**config.mk**
```make
export PLATFORM = sky130hd
export DESIGN_NAME = trap_entry_unit
export DESIGN_NICKNAME = d
export VERILOG_FILES = /design/src/rtl/trap_entry_pkg.sv /design/src/rtl/trap_route.sv /design/src/rtl/trap_csr_update.sv /design/src/rtl/trap_vector_calc.sv /design/src/rtl/trap_entry_unit.sv
export SDC_FILE = /design/constraint.sdc
export NUM_CORES = 1
export LEC_CHECK = 0
export BUFFER_PORTS_ARGS = -buffer_cell sky130_fd_sc_hd__buf_2
export CELL_PAD_IN_SITES_DETAIL_PLACEMENT = 0
export CELL_PAD_IN_SITES_GLOBAL_PLACEMENT = 1
export CORE_AREA = 5 5 153 155
export DETAILED_ROUTE_END_ITERATION = 8
export DIE_AREA = 0 0 158 160
export PLACE_DENSITY_LB_ADDON = 0.1
export SYNTH_ARGS = -nofsm -noshare
export SYNTH_HDL_FRONTEND = slang
export SYNTH_SLANG_ARGS = --single-unit
```
**constraint.sdc**
```tcl
create_clock -name vclk -period 10.5
set_input_delay 3.15 -clock vclk [all_inputs]
set_output_delay 3.15 -clock vclk [all_outputs]
set_load 0.1 [all_outputs]
```
**src/rtl/trap_entry_pkg.sv**
```systemverilog
package trap_entry_pkg;

    typedef enum logic [1:0] {
        PRV_USER  = 2'd0,
        PRV_SUPER = 2'd1,
        PRV_RSVD  = 2'd2,
        PRV_MACH  = 2'd3
    } priv_e;

    typedef enum logic [1:0] {
        TGT_NONE  = 2'd0,
        TGT_SUPER = 2'd1,
        TGT_MACH  = 2'd2
    } target_e;

    localparam int unsigned ECALL_GENERIC = 8;
    localparam int unsigned ECALL_USER    = 8;
    localparam int unsigned ECALL_SUPER   = 9;
    localparam int unsigned ECALL_MACH    = 11;

    localparam int unsigned ST_SIE    = 1;
    localparam int unsigned ST_MIE    = 3;
    localparam int unsigned ST_SPIE   = 5;
    localparam int unsigned ST_MPIE   = 7;
    localparam int unsigned ST_SPP    = 8;
    localparam int unsigned ST_MPP_LO = 11;
    localparam int unsigned ST_MPP_HI = 12;

endpackage

```
**src/rtl/trap_route.sv**
```systemverilog
module trap_route
    import trap_entry_pkg::*;
#(
    parameter int unsigned XLEN    = 32,
    parameter int unsigned CAUSE_W = 6
) (
    input  logic               clk,
    input  logic               rst_n,
    input  logic               trap_valid,
    input  logic               is_irq,
    input  logic [CAUSE_W-1:0] cause_raw,
    input  priv_e              priv,
    input  logic [XLEN-1:0]    exc_deleg,
    input  logic [XLEN-1:0]    irq_deleg,
    output logic [CAUSE_W-1:0] code,
    output target_e            target
);
    localparam int unsigned IDX_W = $clog2(XLEN);

    logic [XLEN-1:0] mask_sel;
    logic [31:0]     code_wide;
    logic            code_in_range;
    logic            mask_bit;
    logic            low_priv;

    // environment-call conversion happens before delegation
    always_comb begin
        code = cause_raw;
        if (!is_irq && cause_raw == CAUSE_W'(ECALL_GENERIC)) begin
            unique case (priv)
                PRV_USER:  code = CAUSE_W'(ECALL_USER);
                PRV_SUPER: code = CAUSE_W'(ECALL_SUPER);
                default:   code = CAUSE_W'(ECALL_MACH);
            endcase
        end
    end

    assign mask_sel      = is_irq ? irq_deleg : exc_deleg;
    assign code_wide     = 32'(code);
    assign code_in_range = code_wide < 32'(XLEN);
    assign mask_bit      = mask_sel[code[IDX_W-1:0]];
    assign low_priv      = (priv == PRV_USER) || (priv == PRV_SUPER);

    always_comb begin
        if (!trap_valid)
            target = TGT_NONE;
        else if (low_priv && code_in_range && mask_bit)
            target = TGT_SUPER;
        else
            target = TGT_MACH;
    end

    // supervisor handling only from user or supervisor privilege
    assert_super_from_low_R2: assert property (@(posedge clk) disable iff (!rst_n)
        (target == TGT_SUPER) |-> (priv == PRV_USER || priv == PRV_SUPER));

    // converted environment-call code never stays generic outside user
    assert_ecall_converted_R8: assert property (@(posedge clk) disable iff (!rst_n)
        (trap_valid && !is_irq && cause_raw == CAUSE_W'(ECALL_GENERIC) && priv != PRV_USER)
            |-> (code != CAUSE_W'(ECALL_GENERIC)));

endmodule

```
**src/rtl/trap_csr_update.sv**
```systemverilog
module trap_csr_update
    import trap_entry_pkg::*;
#(
    parameter int unsigned XLEN    = 32,
    parameter int unsigned CAUSE_W = 6
) (
    input  logic               clk,
    input  logic               rst_n,
    input  target_e            target,
    input  logic               is_irq,
    input  logic [CAUSE_W-1:0] code,
    input  priv_e              priv,
    input  logic [XLEN-1:0]    status_in,
    input  logic [XLEN-1:0]    cur_pc,
    input  logic [XLEN-1:0]    fault_addr,
    output logic [XLEN-1:0]    status_out,
    output logic [XLEN-1:0]    cause_out,
    output logic [XLEN-1:0]    epc_out,
    output logic [XLEN-1:0]    tval_out
);
    logic addr_bearing;

    always_comb begin
        addr_bearing = 1'b0;
        if (!is_irq) begin
            case (code)
                CAUSE_W'(0), CAUSE_W'(1), CAUSE_W'(4), CAUSE_W'(5),
                CAUSE_W'(6), CAUSE_W'(7), CAUSE_W'(12), CAUSE_W'(13),
                CAUSE_W'(15): addr_bearing = 1'b1;
                default:      addr_bearing = 1'b0;
            endcase
        end
    end

    always_comb begin
        status_out = status_in;
        cause_out  = '0;
        epc_out    = '0;
        tval_out   = '0;
        unique case (target)
            TGT_SUPER: begin
                status_out[ST_SPIE] = status_in[ST_SIE];
                status_out[ST_SPP]  = priv[0];
                status_out[ST_SIE]  = 1'b0;
            end
            TGT_MACH: begin
                status_out[ST_MPIE]            = status_in[ST_MIE];
                status_out[ST_MPP_HI:ST_MPP_LO] = priv;
                status_out[ST_MIE]             = 1'b0;
            end
            default: ;
        endcase
        if (target != TGT_NONE) begin
            cause_out = {is_irq, (XLEN-1)'(code)};
            epc_out   = cur_pc;
            tval_out  = addr_bearing ? fault_addr : '0;
        end
    end

    // supervisor entry leaves supervisor interrupts disabled
    assert_sie_cleared_R3: assert property (@(posedge clk) disable iff (!rst_n)
        (target == TGT_SUPER) |-> !status_out[ST_SIE]);

    // machine entry leaves machine interrupts disabled
    assert_mie_cleared_R4: assert property (@(posedge clk) disable iff (!rst_n)
        (target == TGT_MACH) |-> !status_out[ST_MIE]);

    // saved pc is the trapping pc
    assert_epc_saved_R5: assert property (@(posedge clk) disable iff (!rst_n)
        (target != TGT_NONE) |-> (epc_out == cur_pc));

    // interrupts never report a trap value
    assert_irq_no_tval_R6: assert property (@(posedge clk) disable iff (!rst_n)
        (target != TGT_NONE && is_irq) |-> (tval_out == '0));

endmodule

```
**src/rtl/trap_vector_calc.sv**
```systemverilog
module trap_vector_calc
    import trap_entry_pkg::*;
#(
    parameter int unsigned XLEN    = 32,
    parameter int unsigned CAUSE_W = 6
) (
    input  logic               clk,
    input  logic               rst_n,
    input  target_e            target,
    input  logic               is_irq,
    input  logic [CAUSE_W-1:0] code,
    input  logic [XLEN-1:0]    mvec,
    input  logic [XLEN-1:0]    svec,
    output logic [XLEN-1:0]    pc_out
);
    logic [XLEN-1:0] vec_sel;
    logic [XLEN-1:0] base;
    logic [XLEN-1:0] offset;

    assign vec_sel = (target == TGT_SUPER) ? svec : mvec;
    assign base    = {vec_sel[XLEN-1:2], 2'b00};
    assign offset  = (is_irq && vec_sel[1:0] == 2'd1) ? (XLEN'(code) << 2) : '0;

    always_comb begin
        unique case (target)
            TGT_SUPER, TGT_MACH: pc_out = base + offset;
            default:             pc_out = '0;
        endcase
    end

    // exceptions always enter at the aligned base
    assert_sync_aligned_R7: assert property (@(posedge clk) disable iff (!rst_n)
        (target != TGT_NONE && !is_irq) |-> (pc_out[1:0] == 2'b00));

endmodule

```
**src/rtl/trap_entry_unit.sv**
```systemverilog
module trap_entry_unit
    import trap_entry_pkg::*;
#(
    parameter int unsigned XLEN    = 32,
    parameter int unsigned CAUSE_W = 6
) (
    input  logic               clk,
    input  logic               rst_n,
    input  logic               trap_valid,
    input  logic               trap_is_irq,
    input  logic [CAUSE_W-1:0] trap_cause,
    input  logic [XLEN-1:0]    fault_addr,
    input  logic [XLEN-1:0]    cur_pc,
    input  logic [1:0]         cur_priv,
    input  logic [XLEN-1:0]    status_in,
    input  logic [XLEN-1:0]    exc_deleg,
    input  logic [XLEN-1:0]    irq_deleg,
    input  logic [XLEN-1:0]    mvec,
    input  logic [XLEN-1:0]    svec,
    input  logic               csr_we_in,
    output logic               csr_we_out,
    output logic               to_super,
    output logic               to_machine,
    output logic [XLEN-1:0]    status_out,
    output logic [XLEN-1:0]    cause_out,
    output logic [XLEN-1:0]    epc_out,
    output logic [XLEN-1:0]    tval_out,
    output logic [XLEN-1:0]    pc_out,
    output logic               resv_clear
);
    priv_e              priv;
    target_e            target;
    logic [CAUSE_W-1:0] code;

    assign priv = priv_e'(cur_priv);

    trap_route #(.XLEN(XLEN), .CAUSE_W(CAUSE_W)) u_route (
        .clk        (clk),
        .rst_n      (rst_n),
        .trap_valid (trap_valid),
        .is_irq     (trap_is_irq),
        .cause_raw  (trap_cause),
        .priv       (priv),
        .exc_deleg  (exc_deleg),
        .irq_deleg  (irq_deleg),
        .code       (code),
        .target     (target)
    );

    trap_csr_update #(.XLEN(XLEN), .CAUSE_W(CAUSE_W)) u_update (
        .clk        (clk),
        .rst_n      (rst_n),
        .target     (target),
        .is_irq     (trap_is_irq),
        .code       (code),
        .priv       (priv),
        .status_in  (status_in),
        .cur_pc     (cur_pc),
        .fault_addr (fault_addr),
        .status_out (status_out),
        .cause_out  (cause_out),
        .epc_out    (epc_out),
        .tval_out   (tval_out)
    );

    trap_vector_calc #(.XLEN(XLEN), .CAUSE_W(CAUSE_W)) u_vector (
        .clk    (clk),
        .rst_n  (rst_n),
        .target (target),
        .is_irq (trap_is_irq),
        .code   (code),
        .mvec   (mvec),
        .svec   (svec),
        .pc_out (pc_out)
    );

    assign to_super   = (target == TGT_SUPER);
    assign to_machine = (target == TGT_MACH);
    assign resv_clear = (target != TGT_NONE);
    assign csr_we_out = csr_we_in && (target == TGT_NONE);

    // exactly one handling level per trap
    assert_one_level_R2: assert property (@(posedge clk) disable iff (!rst_n)
        trap_valid |-> ($countones({to_super, to_machine}) == 1));

    // a trap always drops the reservation
    assert_resv_drop_R9: assert property (@(posedge clk) disable iff (!rst_n)
        trap_valid |-> resv_clear);

    // no ordinary register write coincides with trap handling
    assert_we_blocked_R10: assert property (@(posedge clk) disable iff (!rst_n)
        csr_we_out |-> (!to_super && !to_machine));

    // idle cycles pass the status word through
    assert_idle_status_R11: assert property (@(posedge clk) disable iff (!rst_n)
        !trap_valid |-> (status_out == status_in && pc_out == '0));

endmodule

```
# Yosys cells after proc, flatten, opt, wreduce, memory -nomap -nowiden
# Memory sizes are Yosys's and may differ from the RTL's.
# Cells that the tools add are included.
[totals]
wordCells = 43
romBits = 16
out_inout_bits = 164
mem_count = 1
reg_bits = 0
[op_classes]
eq_ne = 5
order_cmp = 2
add_sub_neg = 1
reduce_logical = 12
n_mux = 22
[memory_table]
columns = ["memory", "depth", "word_bits", "rd", "rd_clocked_by_memory_dff", "wr", "line_no", "rtl"]
rows = [
  ["(name not given)", 16, 1, 1, 0, 0, "trap_csr_update.sv:26", "case (code)"],
]
[ops]
columns = ["cell", "count"]
rows = [
  ["32-bit 2-to-1 mux", 7],
  ["32-bit adder", 1],
  ["1-bit 2-to-1 mux", 8],
  ["8-bit 2-to-1 mux", 1],
  ["2-bit by 1-bit equality test with 1-bit output, second input constant", 3],
  ["6-bit by 4-bit equality test with 1-bit output, second input constant", 1],
  ["2-bit logical NOT", 3],
  ["5-bit by 6-bit < comparator with 1-bit output, second input constant", 1],
  ["6-bit < comparator, second input constant", 1],
  ["2-bit 2-to-1 mux", 3],
  ["6-bit 2-to-1 mux", 1],
  ["1-bit binary-select mux with 5-bit select", 1],
  ["1-bit logical AND", 5],
  ["2-bit one-hot mux with 2 select lines", 1],
  ["2-bit equality test, second input constant", 1],
  ["2-bit nonzero test", 1],
  ["2-bit OR reduction", 1],
  ["1-bit logical NOT", 1],
  ["1-bit logical OR", 1],
]

# Longest topological paths before layout
# Gate-level depths: netlist (run 1).
[logic_depth]
depth_word = 15
mapped_depth = 23

# By module
# Synthesis (run 1) repeated with hierarchy kept, for this count alone.
[hier_totals]
hier_cells = 540
hier_area_um2 = 3967.6
[modules_own_cells]
columns = ["mod", "seq_area_each_um2", "area_each_um2", "cells_each", "instances"]
rows = [
  ["trap_vector_calc", 0.0, 1627.8, 231, 1],
  ["trap_csr_update", 0.0, 1502.7, 192, 1],
  ["trap_route", 0.0, 808.3, 113, 1],
  ["trap_entry_unit", 0.0, 28.8, 4, 1],
]

# Least setup slack after synthesis (run 1)
# No wires, ideal clock.
[synth_timing]
kind = "input to output"
startpoint = "input port trap_cause[0]"
endpoint = "output port pc_out[22]"
path_buffers = 3
path_stages = 19
slack_ns = -2.181
arrival_ns = 9.531
path_cell_list = "buf_2 -> and4bb_2 -> a21o_1 -> buf_2 -> a2111oi_0 -> a21oi_1 -> o311a_1 -> nand4_4 -> mux2i_1 -> or3_1 -> fa_1 -> nor2b_1 -> o21ai_0 -> a21oi_1 -> o21a_1 -> clkbuf_1 -> nor2_1 -> or4_1 -> a311oi_1"
[synth_via]
elab_chain_cells = 15
elab_cells_between_ends = 19
classes_between = "1 x add/sub; 1 x order compare; 4 x eq/ne; 8 x mux; 5 x reduce/logical"
[synth_rtl]
columns = ["element", "line_no", "rtl"]
rows = [
  ["start, declared", "trap_entry_unit.sv:11", "input logic [CAUSE_W-1:0] trap_cause,"],
  ["6-bit by 4-bit equality test with 1-bit output", "trap_route.sv:29", "if (!is_irq && cause_raw == CAUSE_W'(ECALL_GENERIC)) begin"],
  ["1-bit logical AND", "trap_route.sv:29", ""],
  ["6-bit 2-to-1 mux (*)", "trap_route.sv:29", ""],
  ["1-bit binary-select mux with 5-bit select or 6-bit < comparator (tied branches)", "trap_route.sv:41, trap_route.sv:40", ""],
  ["1-bit 2-to-1 mux (not written as such) or 1-bit logical AND (tied branches)", "trap_route.sv:41, trap_route.sv:47", ""],
  ["1-bit logical AND", "trap_route.sv:47", "else if (low_priv && code_in_range && mask_bit)"],
  ["2-bit 2-to-1 mux", "trap_route.sv:47", ""],
  ["2-bit 2-to-1 mux", "trap_route.sv:45", "if (!trap_valid)"],
  ["2-bit by 1-bit equality test with 1-bit output", "trap_vector_calc.sv:20, trap_vector_calc.sv:25", ""],
  ["32-bit 2-to-1 mux", "trap_vector_calc.sv:20", "assign vec_sel = (target == TGT_SUPER) ? svec : mvec;"],
  ["2-bit by 1-bit equality test with 1-bit output", "trap_vector_calc.sv:22", "assign offset = (is_irq && vec_sel[1:0] == 2'd1) ? (XLEN'(code) << 2) : '0;"],
  ["1-bit logical AND", "trap_vector_calc.sv:22", ""],
  ["8-bit 2-to-1 mux", "trap_vector_calc.sv:22", ""],
  ["32-bit adder", "trap_vector_calc.sv:26", "TGT_SUPER, TGT_MACH: pc_out = base + offset;"],
  ["32-bit 2-to-1 mux (*)", "trap_vector_calc.sv:25", "unique case (target)"],
  ["end, declared", "trap_entry_unit.sv:28", "output logic [XLEN-1:0] pc_out,"],
]
# Every way passes the cells marked *; elsewhere a longest branch is shown, timed or not. The select of a mux whose other input is x is not followed.

# Worst setup path after layout (run 1)
[layout_timing]
startpoint = "input port trap_cause[5]"
endpoint = "output port pc_out[22]"
# The elaborated chain is that of the path after synthesis.

==> summary.txt, run 1 <==
Synthesis
  – Cell area after technology mapping: 3580 um^2
  – Number of warning messages in the yosys log: 0
  – Area share of the leading cell type in the synthesized netlist: 0.122
  – Cell type with the highest aggregate area in the netlist: sky130_fd_sc_hd__and2_1
  – Share of the yosys chip area belonging to registers: 0
  – Synthesized instance count: 525
  – Post-Syn Area per Cell: approximately 6.8 um^2
  – Commonest cells post-synth: 70 x sky130_fd_sc_hd__and2_1, 55 x sky130_fd_sc_hd__buf_4, 37 x sky130_fd_sc_hd__nor2_1
  – Ranking of synthesized cells by area: sky130_fd_sc_hd__and2_1 12%, sky130_fd_sc_hd__buf_4 12%, sky130_fd_sc_hd__a211oi_1 6.7%
  – Cell with the most instances after synthesis: sky130_fd_sc_hd__and2_1
  – Synth cell types: 64

Layout
  – Footprint of the flip-flops and latches: 0 um^2
  – Share of final-layout standard cells stronger than drive strength 1: 0.612
  – Clock buffers: 0
  – Layout-stage area growth over the synthesis result: 103%
  – Non-filler instance count after layout: approximately 1,200
  – Seq Cell Count: 0
  – Fill cell instance count of the final layout: roughly 2,400
  – Footprint of the multi-input gates: 3830 um^2
  – Final nets: around 1,100

Floorplanning
  – Die footprint: between 20,000 and 30,000 um^2
  – Core area: around 22,000 um^2
  – Number of rows in the core area: 54
  – Vert. Die Dim: 160 um
  – Initial core utilization: 0.165
  – Top-level port count: 401
  – Die Span X: 158 um

STA
  – Final period utilization: 1.02
  – Final Hold Vio Count: 0
  – Slew of the pin with the lowest slew margin: between 0.8 and 0.9 ns
  – Unrepaired setup endpoints after global routing: yes
  – Worst-case headroom to the max-slew limit: 0.416
  – Worst hold slack: approximately 6.3 ns
  – Clock period minus worst slack: ~11 ns
  – Final setup violation count: 23
  – Max Clock Freq: roughly 0.093 GHz
  – TNS Setup: -2.72 ns
  – Final Max Tran Viols: 0
  – Final critical-path setup slack: -0.206 ns

Routing
  – DRC violation count after routing: 0
  – Avg WL per Cell: approximately 19 um
  – DR vias/cell: between 4 and 5
  – Initial drt markers: ~260
  – Drt pass-1 iters: 4
  – Aggregate routed wire length: 22,100 um
  – Via total after detailed routing: slightly above 5,000
  – Number of nets with antenna violations after routing: 0

Power
  – Static Leakage: 3.41 nW
  – Power density of the placed cells: 62.8 nW/um^2
  – Power share of the clock group: 0
  – Cell-internal power: 0.146 mW
  – Sw Share: 0.681
  – Total net switching power: roughly 0.31 mW
  – Combinational fraction of design power: 1.000
  – Sequential fraction of design power: 0
  – IR drop worst, VDD: 0.0377 mV

Critical path
  – Largest driver fanout on the critical path: 6
  – Worst setup SP type: primary input
  – Critical path endpoint category: primary output
  – Critical Path Source: trap_cause[5]
  – Worst EP arrival: 7.56 ns
  – Worst path required time: ~7.4 ns
  – Critical setup path kind: primary input to primary output

Worst hold path
  – Worst hold path startpoint: status_in[30]
  – Worst hold path class: primary input to primary output

Global route
  – Total global routing overflow: 0
  – Vias in the first global route: 5,511
  – Largest net degree at the start of global routing: 40
  – Global-route wire length before repair: 32,900 um
  – Initial antenna violation count: 3
  – Total track usage: 0.163

Clock tree
  – Total of hold buffers inserted after clock tree synthesis: 0

Placement
  – RD Place Congestion: ~0.84
  – Number of placed cells counting well taps: ~1,200
  – Estimated wirelength of the detail-placed design: around 19,000 um
  – Number of port buffers: 322
  – Worst slack at placement: -0.454 ns

Outcome
  – Status: complete, but fails checks
  – Violated checks: negative setup slack

Flow run
  – # Max-Cap Violations: 0
==> final cells by class <==
type	instances	share of cell area
Inverter	23	0.0125
Timing Repair Buffer	421	0.413
Multi-Input combinational cell	440	0.526
Antenna cell	3	0.00103
Tap cell	280	0.0481
==> power groups by stage <==
stage | sequential, mW | combinational, mW | clock [mW]
floorplan | 0 | 0.352 | 0
global route | 0 | 0.480 | 0.0000000383
global placement | 0 | 0.444 | 0
CTS | 0 | 0.458 | 0
finish | 0 | 0.457 | 0.0000000383
detailed placement | 0 | 0.445 | 0
==> metal layers <==
| metal | vias to the layer above | global-route usage | part of all wire |
|---|---|---|---|
| met5 | - | 0 | 0 |
| met4 | 0 | 0.0283 | 0.018 |
| met3 | 26 | 0.0233 | 0.062 |
| met2 | 208 | 0.283 | 0.50 |
| met1 | 2393 | 0.216 | 0.42 |
| li1 | 2524 | - | - |
==> layout by cell type (no fill, tap or decap), types with 4 or more instances in the layout <==
cell                       instances
sky130_fd_sc_hd__nor3_1           19
sky130_fd_sc_hd__and2_1           69
sky130_fd_sc_hd__buf_2           286
sky130_fd_sc_hd__xor2_1            9
sky130_fd_sc_hd__a211oi_1          7
sky130_fd_sc_hd__o211ai_1          6
sky130_fd_sc_hd__a211oi_4         22
sky130_fd_sc_hd__nor2b_1           7
sky130_fd_sc_hd__and3_1            9
sky130_fd_sc_hd__xnor2_2           9
sky130_fd_sc_hd__mux4_2            6
sky130_fd_sc_hd__nand2_1          23
sky130_fd_sc_hd__buf_4            84
sky130_fd_sc_hd__a21oi_1           4
sky130_fd_sc_hd__buf_12           35
sky130_fd_sc_hd__xnor2_1          14
sky130_fd_sc_hd__o21a_1            4
sky130_fd_sc_hd__mux2_2            9
sky130_fd_sc_hd__inv_1            18
sky130_fd_sc_hd__nand4_1           8
sky130_fd_sc_hd__a311oi_1          4
sky130_fd_sc_hd__mux2i_1          12
sky130_fd_sc_hd__conb_1           27
sky130_fd_sc_hd__o21ai_0           4
sky130_fd_sc_hd__nor2_1           32
sky130_fd_sc_hd__nor3_2            6
sky130_fd_sc_hd__nand3_1          18
sky130_fd_sc_hd__buf_6            12
sky130_fd_sc_hd__nor4_2            7
sky130_fd_sc_hd__nor3_4            4
sky130_fd_sc_hd__o31a_1            9
==> stage by stage <==
stage / util / power (mW) / cell area (um^2)
6_report: 0.336 / 0.457 / 7280
2_1_floorplan: - / 0.352 / 4280
4_1_cts: 0.331 / 0.458 / 7180
5_1_grt: 0.336 / 0.480 / 7280
3_5_place_dp: 0.313 / 0.445 / 6790
3_3_place_gp: 0.313 / 0.444 / 6790
==> critical path, stage by stage <==
cell and delay, ns:
sky130_fd_sc_hd__buf_6 0.10, sky130_fd_sc_hd__nor3_4 0.25, sky130_fd_sc_hd__a31o_4 0.26, sky130_fd_sc_hd__mux4_2 0.53, sky130_fd_sc_hd__nand4_1 0.12, sky130_fd_sc_hd__and2_4 0.16
sky130_fd_sc_hd__nand4_4 0.17, sky130_fd_sc_hd__mux2i_4 0.26, sky130_fd_sc_hd__nor3_2 0.18, sky130_fd_sc_hd__ha_2 0.22, sky130_fd_sc_hd__inv_2 0.04, sky130_fd_sc_hd__fa_2 0.36
sky130_fd_sc_hd__nor2b_4 0.13, sky130_fd_sc_hd__o21ai_2 0.07, sky130_fd_sc_hd__a21oi_2 0.16, sky130_fd_sc_hd__o21a_2 0.22, sky130_fd_sc_hd__nor2_4 0.06, sky130_fd_sc_hd__or4_4 0.53
sky130_fd_sc_hd__a311oi_4 0.37, sky130_fd_sc_hd__buf_12 0.22
==> final timing paths <==
| path | depth (start not counted) | end | slack, ns |
|---|---|---|---|
| worst max-delay path | 20 | pc_out[22] | -0.21 |
| worst min-delay path | 0 | status_out[30] | 6.30 |
==> cell families after synthesis <==
| group | after synthesis | synth area share |
|---|---|---|
| buf+inv | 111 | 0.179 |
| xor+xnor | 33 | 0.0808 |
| mux | 33 | 0.118 |
| other cells | 1 | 0.00105 |
| compound gates | 105 | 0.227 |
| simple gates | 235 | 0.368 |
| fa+ha+maj | 7 | 0.0266 |
==> what timing repair did <==
item / CTS / global route
pin swaps: 28 / 14
setup buffers: 11 / 3
gates cloned: 2 / 2
endpoints found under the setup margin: 24 / 25
resized for setup: 51 / 12
(Power assumes the default switching activity.)
==> run 2, diff against run 1 <==
--- a/config.mk
+++ b/config.mk
@@ -8,10 +8,12 @@
 export BUFFER_PORTS_ARGS = -buffer_cell sky130_fd_sc_hd__buf_2
 export CELL_PAD_IN_SITES_DETAIL_PLACEMENT = 0
 export CELL_PAD_IN_SITES_GLOBAL_PLACEMENT = 1
-export CORE_AREA = 5 5 153 155
+export CORE_AREA = 5 5 154 156
 export DETAILED_ROUTE_END_ITERATION = 8
-export DIE_AREA = 0 0 158 160
+export DIE_AREA = 0 0 159 161
 export PLACE_DENSITY_LB_ADDON = 0.1
+export RECOVER_POWER = 100
+export SLEW_MARGIN = 10
 export SYNTH_ARGS = -nofsm -noshare
 export SYNTH_HDL_FRONTEND = slang
 export SYNTH_SLANG_ARGS = --single-unit
==> constraint.sdc (replaced) <==
create_clock -name vclk -period 10.16
set_input_delay 3.048 -clock vclk [all_inputs]
set_output_delay 3.048 -clock vclk [all_outputs]
set_load 0.1 [all_outputs]
==> summary.txt, run 2 (synthesis results as in run 1) <==
Outcome
  – Status: complete, but fails checks
  – Violated checks: negative setup slack

Routing
  – DRC violation count after routing: 0
  – Top Layer Used: met5
  – Routed length on met3: approximately 1100 um
  – Avg WL per Cell: between 15 and 20 um
  – Drt pass-1 iters: 4
  – Aggregate routed wire length: between 20,000 and 25,000 um
  – Routed metal-1 wirelength: 8960 um
  – Initial drt markers: about 210
  – Via total after detailed routing: between 5,000 and 6,000
  – Number of nets with antenna violations after routing: 0
  – Routed wl met2: approximately 11,000 um
  – DR vias/cell: approximately 4.4

Layout
  – Non-filler instance count after layout: around 1,200
  – Clock buffers: 0
  – Share of final-layout standard cells stronger than drive strength 1: 0.520
  – Footprint of the flip-flops and latches: 0 um^2
  – Final nets: 1,136
  – Fill cell instance count of the final layout: between 2,000 and 2,500
  – Seq Cell Count: 0
  – Most frequent standard cell in the layout excluding fill and tap cells: sky130_fd_sc_hd__buf_2
  – Leading cell types in the layout, fill and taps excluded: 207 x sky130_fd_sc_hd__buf_2, 86 x sky130_fd_sc_hd__buf_4, 80 x sky130_fd_sc_hd__clkbuf_1
  – Layout-stage area growth over the synthesis result: 98.0%
  – Footprint of the multi-input gates: 3810 um^2

Critical path
  – Worst EP arrival: 7.39 ns
  – Crit-path slowest cell: sky130_fd_sc_hd__a221o_1
  – Most frequent cell on the critical path: sky130_fd_sc_hd__buf_6
  – Worst setup SP type: primary input
  – Worst setup endpoint: pc_out[11]
  – Number of gates on the worst path with buffers counted: 25
  – Largest driver fanout on the critical path: 7
  – Buffering stage count on the worst path with inverters included: 9
  – Critical path endpoint category: primary output
  – Slowest stage delay, CP: 0.37 ns
  – Critical setup path kind: primary input to primary output
  – Kind of cell adding the most delay to the critical path: compound AO/OA/AOI/OAI gates
  – Worst path required time: 7.11 ns
  – Critical Path Source: cur_priv[1]

Global route
  – Total global routing overflow: 0
  – Total track usage: 0.152
  – Largest net degree at the start of global routing: 40
  – Vias in the first global route: 5,564
  – Initial antenna violation count: 5
  – Global-route wire length before repair: between 30,000 and 40,000 um

Clock tree
  – Total of hold buffers inserted after clock tree synthesis: 0

Placement
  – Estimated wirelength of the detail-placed design: ~18,000 um
  – Worst slack at placement: -0.643 ns
  – RD Place Congestion: about 0.87
  – Number of port buffers: about 320
  – Number of placed cells counting well taps: roughly 1,200

STA
  – Final Max Tran Viols: 0
  – Unrepaired setup endpoints after global routing: yes
  – Slew of the pin with the lowest slew margin: ~1.3 ns
  – Final Hold Vio Count: 0
  – Clock period minus worst slack: between 10 and 15 ns
  – Worst-case headroom to the max-slew limit: 0.150
  – Final setup violation count: 23
  – Final period utilization: 1.03
  – Max Clock Freq: approximately 0.096 GHz
  – Final critical-path setup slack: -0.276 ns
  – Worst hold slack: 6.10 ns

Floorplanning
  – Die footprint: 25,600 um^2
  – Top-level port count: 401
  – Initial core utilization: 0.161
  – Number of rows in the core area: 55
  – Vert. Die Dim: 161 um
  – Core area: about 22,000 um^2
  – Die Span X: 159 um

Power
  – IR drop worst, VDD: around 0.043 mV
  – Static Leakage: roughly 3.1 nW
  – Total design power: 0.463 mW
  – Power density of the placed cells: approximately 65 nW/um^2

Flow run
  – # Max-Cap Violations: 0

Worst hold path
  – Worst hold path class: primary input to primary output
run 2: cell count changes in the layout (fill, tap and decap cells not counted), moves of 3 or more:
cell,before,now
sky130_fd_sc_hd__nor3_1,19,16
sky130_fd_sc_hd__nor4_2,7,3
sky130_fd_sc_hd__nor4_1,3,8
sky130_fd_sc_hd__buf_12,35,27
sky130_fd_sc_hd__buf_6,12,21
sky130_fd_sc_hd__buf_2,286,207
sky130_fd_sc_hd__clkbuf_1,0,80
run 2: how the worst min path moves through the flow:
stage | from | slack, ns | cells after the start | end
CTS | status_in[15] | 6.10 | 0 | status_out[15]
floorplan | status_in[0] | 6.31 | 1 | status_out[0]
global placement | status_in[15] | 6.10 | 0 | status_out[15]
finish | status_in[17] | 6.10 | 0 | status_out[17]
detailed placement | status_in[15] | 6.10 | 0 | status_out[15]
global route | status_in[21] | 6.10 | 0 | status_out[21]
run 2: where the power goes:
group	internal (mW)	switching (mW)	total [mW]
Clock	0.0000000661	0	0.0000000661
Sequential	0	0	0
Combinational	0.141	0.322	0.463
run 2: per-stage QoR:
step           instance area, um^2  setup TNS (ns)  utilization
6_report                      7080           -5.07        0.319
5_1_grt                       7080          -10.23        0.318
4_1_cts                       7150           -5.22        0.322
3_5_place_dp                  6760          -10.53        0.304
3_3_place_gp                  6760          -10.46        0.304
2_1_floorplan                 4280           -9.64            -
run 2: repair_timing:
action / in CTS / in global routing
endpoints found under the setup margin: 24 / 24
endpoints found under the hold margin: 0 / 0
pin swaps: 43 / 26
buffers inserted: 17 / 7
gates resized for setup: 58 / 12
run 2: layout make-up:
cell class	count	area share
Multi-Input combinational cell	440	0.538
Timing Repair Buffer	427	0.397
Inverter	23	0.0129
Antenna cell	5	0.00177
Tap cell	285	0.0503
run 2: per-layer routing:
metal | vias up | global-route usage
met5 | - | 0
met4 | 4 | 0.0186
met3 | 18 | 0.0235
met2 | 187 | 0.274
met1 | 2443 | 0.198
li1 | 2554 | -
==> run 3, diff against run 2 <==
--- a/config.mk
+++ b/config.mk
@@ -8,12 +8,13 @@
 export BUFFER_PORTS_ARGS = -buffer_cell sky130_fd_sc_hd__buf_2
 export CELL_PAD_IN_SITES_DETAIL_PLACEMENT = 0
 export CELL_PAD_IN_SITES_GLOBAL_PLACEMENT = 1
-export CORE_AREA = 5 5 154 156
+export CORE_AREA = 5 5 151 153
 export DETAILED_ROUTE_END_ITERATION = 8
-export DIE_AREA = 0 0 159 161
+export DIE_AREA = 0 0 156 158
 export PLACE_DENSITY_LB_ADDON = 0.1
 export RECOVER_POWER = 100
 export SLEW_MARGIN = 10
 export SYNTH_ARGS = -nofsm -noshare
 export SYNTH_HDL_FRONTEND = slang
+export SYNTH_HIERARCHICAL = 1
 export SYNTH_SLANG_ARGS = --single-unit
==> summary.txt, run 3 <==
Synthesis
  – Synth cell types: 86
  – Commonest cells post-synth: 55 x sky130_fd_sc_hd__buf_4, 46 x sky130_fd_sc_hd__nor2b_1, 34 x sky130_fd_sc_hd__nand2b_1
  – Synthesized instance count: 540
  – Share of the yosys chip area belonging to registers: 0
  – Cell type with the highest aggregate area in the netlist: sky130_fd_sc_hd__buf_4
  – Number of warning messages in the yosys log: 6
  – Post-Syn Area per Cell: between 7 and 8 um^2
  – Cell with the most instances after synthesis: sky130_fd_sc_hd__buf_4
  – Area share of the leading cell type in the synthesized netlist: 0.104
  – Ranking of synthesized cells by area: sky130_fd_sc_hd__buf_4 10%, sky130_fd_sc_hd__nor4_2 8.8%, sky130_fd_sc_hd__nor2b_1 7.3%
  – Cell area after technology mapping: approximately 4000 um^2

Critical path
  – Slowest stage delay, CP: 0.54 ns
  – Critical Path Source: trap_cause[4]
  – Crit path cell chain: buf_6, or4b_4, o41a_4, buf_6, a31oi_1, nand4_1, a221o_1, a32oi_2, and2_4, inv_4, ha_4, o32ai_4, and3_4, ha_4, inv_2, fa_2, nor2b_4, o21ba_4, o2111ai_4, o31a_1, nor3_4, buf_12
  – Critical setup path kind: primary input to primary output
  – Worst EP arrival: 7.98 ns
  – Number of gates on the worst path with buffers counted: 22
  – Crit-path slowest cell: sky130_fd_sc_hd__or4b_4
  – Largest driver fanout on the critical path: 7
  – Kind of cell adding the most delay to the critical path: compound AO/OA/AOI/OAI gates
  – Worst setup SP type: primary input
  – Worst setup endpoint: pc_out[28]
  – Buffering stage count on the worst path with inverters included: 5
  – Worst path required time: 7.11 ns
  – Critical path endpoint category: primary output

STA
  – Final period utilization: 1.09
  – Final critical-path setup slack: -0.865 ns
  – Worst-case headroom to the max-slew limit: 0.224
  – Clock period minus worst slack: between 10 and 15 ns
  – Max Clock Freq: between 0.09 and 0.1 GHz
  – Final setup violation count: 29
  – Slew of the pin with the lowest slew margin: 1.17 ns
  – Final Max Tran Viols: 0
  – Unrepaired setup endpoints after global routing: yes
  – Final Hold Vio Count: 0

Power
  – Power share of the clock group: 0
  – Sw Share: 0.688
  – Total net switching power: about 0.42 mW
  – Cell-internal power: between 0.15 and 0.2 mW
  – Power density of the placed cells: approximately 71 nW/um^2
  – Total design power: approximately 0.61 mW
  – Combinational fraction of design power: 1.000
  – Static Leakage: between 3 and 4 nW
  – Sequential fraction of design power: 0
  – IR drop worst, VDD: 0.0521 mV

Routing
  – Aggregate routed wire length: 21,100 um
  – Avg WL per Cell: ~18 um
  – Via total after detailed routing: between 5,000 and 6,000
  – DRC violation count after routing: 0
  – DR vias/cell: 4.50
  – Initial drt markers: 257
  – Drt pass-1 iters: 4
  – Number of nets with antenna violations after routing: 0

Global route
  – Global-route wire length before repair: slightly above 30,000 um
  – Total track usage: 0.151
  – Initial antenna violation count: 1
  – Vias in the first global route: ~5,500
  – Largest net degree at the start of global routing: 50
  – Total global routing overflow: 0

Placement
  – Estimated wirelength of the detail-placed design: about 18,000 um
  – RD Place Congestion: between 0.8 and 0.9
  – Worst slack at placement: -1.10 ns
  – Number of port buffers: between 300 and 400
  – Number of placed cells counting well taps: 1,170
  – Placement Cell Area: between 7000 and 8000 um^2

Layout
  – Most frequent standard cell in the layout excluding fill and tap cells: sky130_fd_sc_hd__buf_2
  – Share of final-layout standard cells stronger than drive strength 1: 0.671
  – Finished Core Util: 0.397
  – Layout-stage area growth over the synthesis result: 114%
  – Seq Cell Count: 0
  – Leading cell types in the layout, fill and taps excluded: 247 x sky130_fd_sc_hd__buf_2, 88 x sky130_fd_sc_hd__buf_4, 60 x sky130_fd_sc_hd__buf_12
  – Fill cell instance count of the final layout: about 2,200
  – Footprint of the flip-flops and latches: 0 um^2
  – Clock buffers: 0
  – Final nets: between 1,000 and 1,500
  – Post-route cell area: between 8000 and 9000 um^2
  – Footprint of the multi-input gates: ~4500 um^2
  – Non-filler instance count after layout: about 1,200

Floorplanning
  – Die footprint: approximately 25,000 um^2
  – Number of rows in the core area: between 50 and 60
  – Die Span X: between 150 and 200 um
  – Core area: roughly 21,000 um^2
  – Initial core utilization: 0.185
  – Top-level port count: 401
  – Vert. Die Dim: between 150 and 200 um

Outcome
  – Violated checks: negative setup slack
  – Status: complete, but fails checks

Worst hold path
  – Worst hold path class: primary input to primary output
  – Worst Hold Path Cells: 0

Flow run
  – # Max-Cap Violations: 0

Clock tree
  – Total of hold buffers inserted after clock tree synthesis: 0
-- run 3: logic make-up after synthesis --
family,Yosys count,share of synthesized area
xor gates and xnor gates,8,0.0177
and+or+nand+nor,264,0.447
other,2,0.00189
buffers and inverters,109,0.184
muxes,43,0.123
AOI/OAI and AO/OA,106,0.201
adders and majority gates,8,0.0271
-- run 3: timing repair --
item / CTS / global route
pin swaps: 60 / 43
resized for setup: 88 / 46
gates cloned: 0 / 1
buffers inserted: 19 / 14
endpoints found under the setup margin: 29 / 29
-- run 3: power groups by stage --
stage	clock network, mW	registers, mW	logic [mW]
after floorplan	0	0	0.461
after global placement	0	0	0.577
after detailed placement	0	0	0.580
after CTS	0	0	0.599
after global routing	0	0	0.632
final	0.0000000264	0	0.605
-- run 3: how the worst min path moves through the flow --
stage,end,from
6_report,status_out[18],status_in[18]
4_1_cts,status_out[4],status_in[4]
3_3_place_gp,status_out[4],status_in[4]
5_1_grt,status_out[0],status_in[0]
2_1_floorplan,status_out[0],status_in[0]
3_5_place_dp,status_out[4],status_in[4]
-- run 3: final cells by class --
cell class / instances / share of cell area
well taps: 280 / 0.0412
multi-input cells: 456 / 0.533
inverters: 15 / 0.00751
repair buffers: 442 / 0.418
diodes: 2 / 0.000589
-- run 3: layer usage --
metal  vias to the layer above  GRT usage  part of all wire  wire (um)
met5                         -          0           0.00033          7
met4                         2     0.0117            0.0051        108
met3                        17     0.0205             0.065       1380
met2                       195      0.269              0.52      11000
met1                      2508      0.201              0.41       8610
li1                       2653          -                 -          -
-- run 3: per-stage QoR --
| stage | hold WS [ns] | TNS, ns |
|---|---|---|
| 2_1_floorplan | 6.31 | -33.75 |
| 3_3_place_gp | 6.10 | -25.33 |
| 3_5_place_dp | 6.10 | -25.69 |
| 4_1_cts | 6.10 | -21.13 |
| 5_1_grt | 6.10 | -28.15 |
| 6_report | 6.10 | -19.07 |
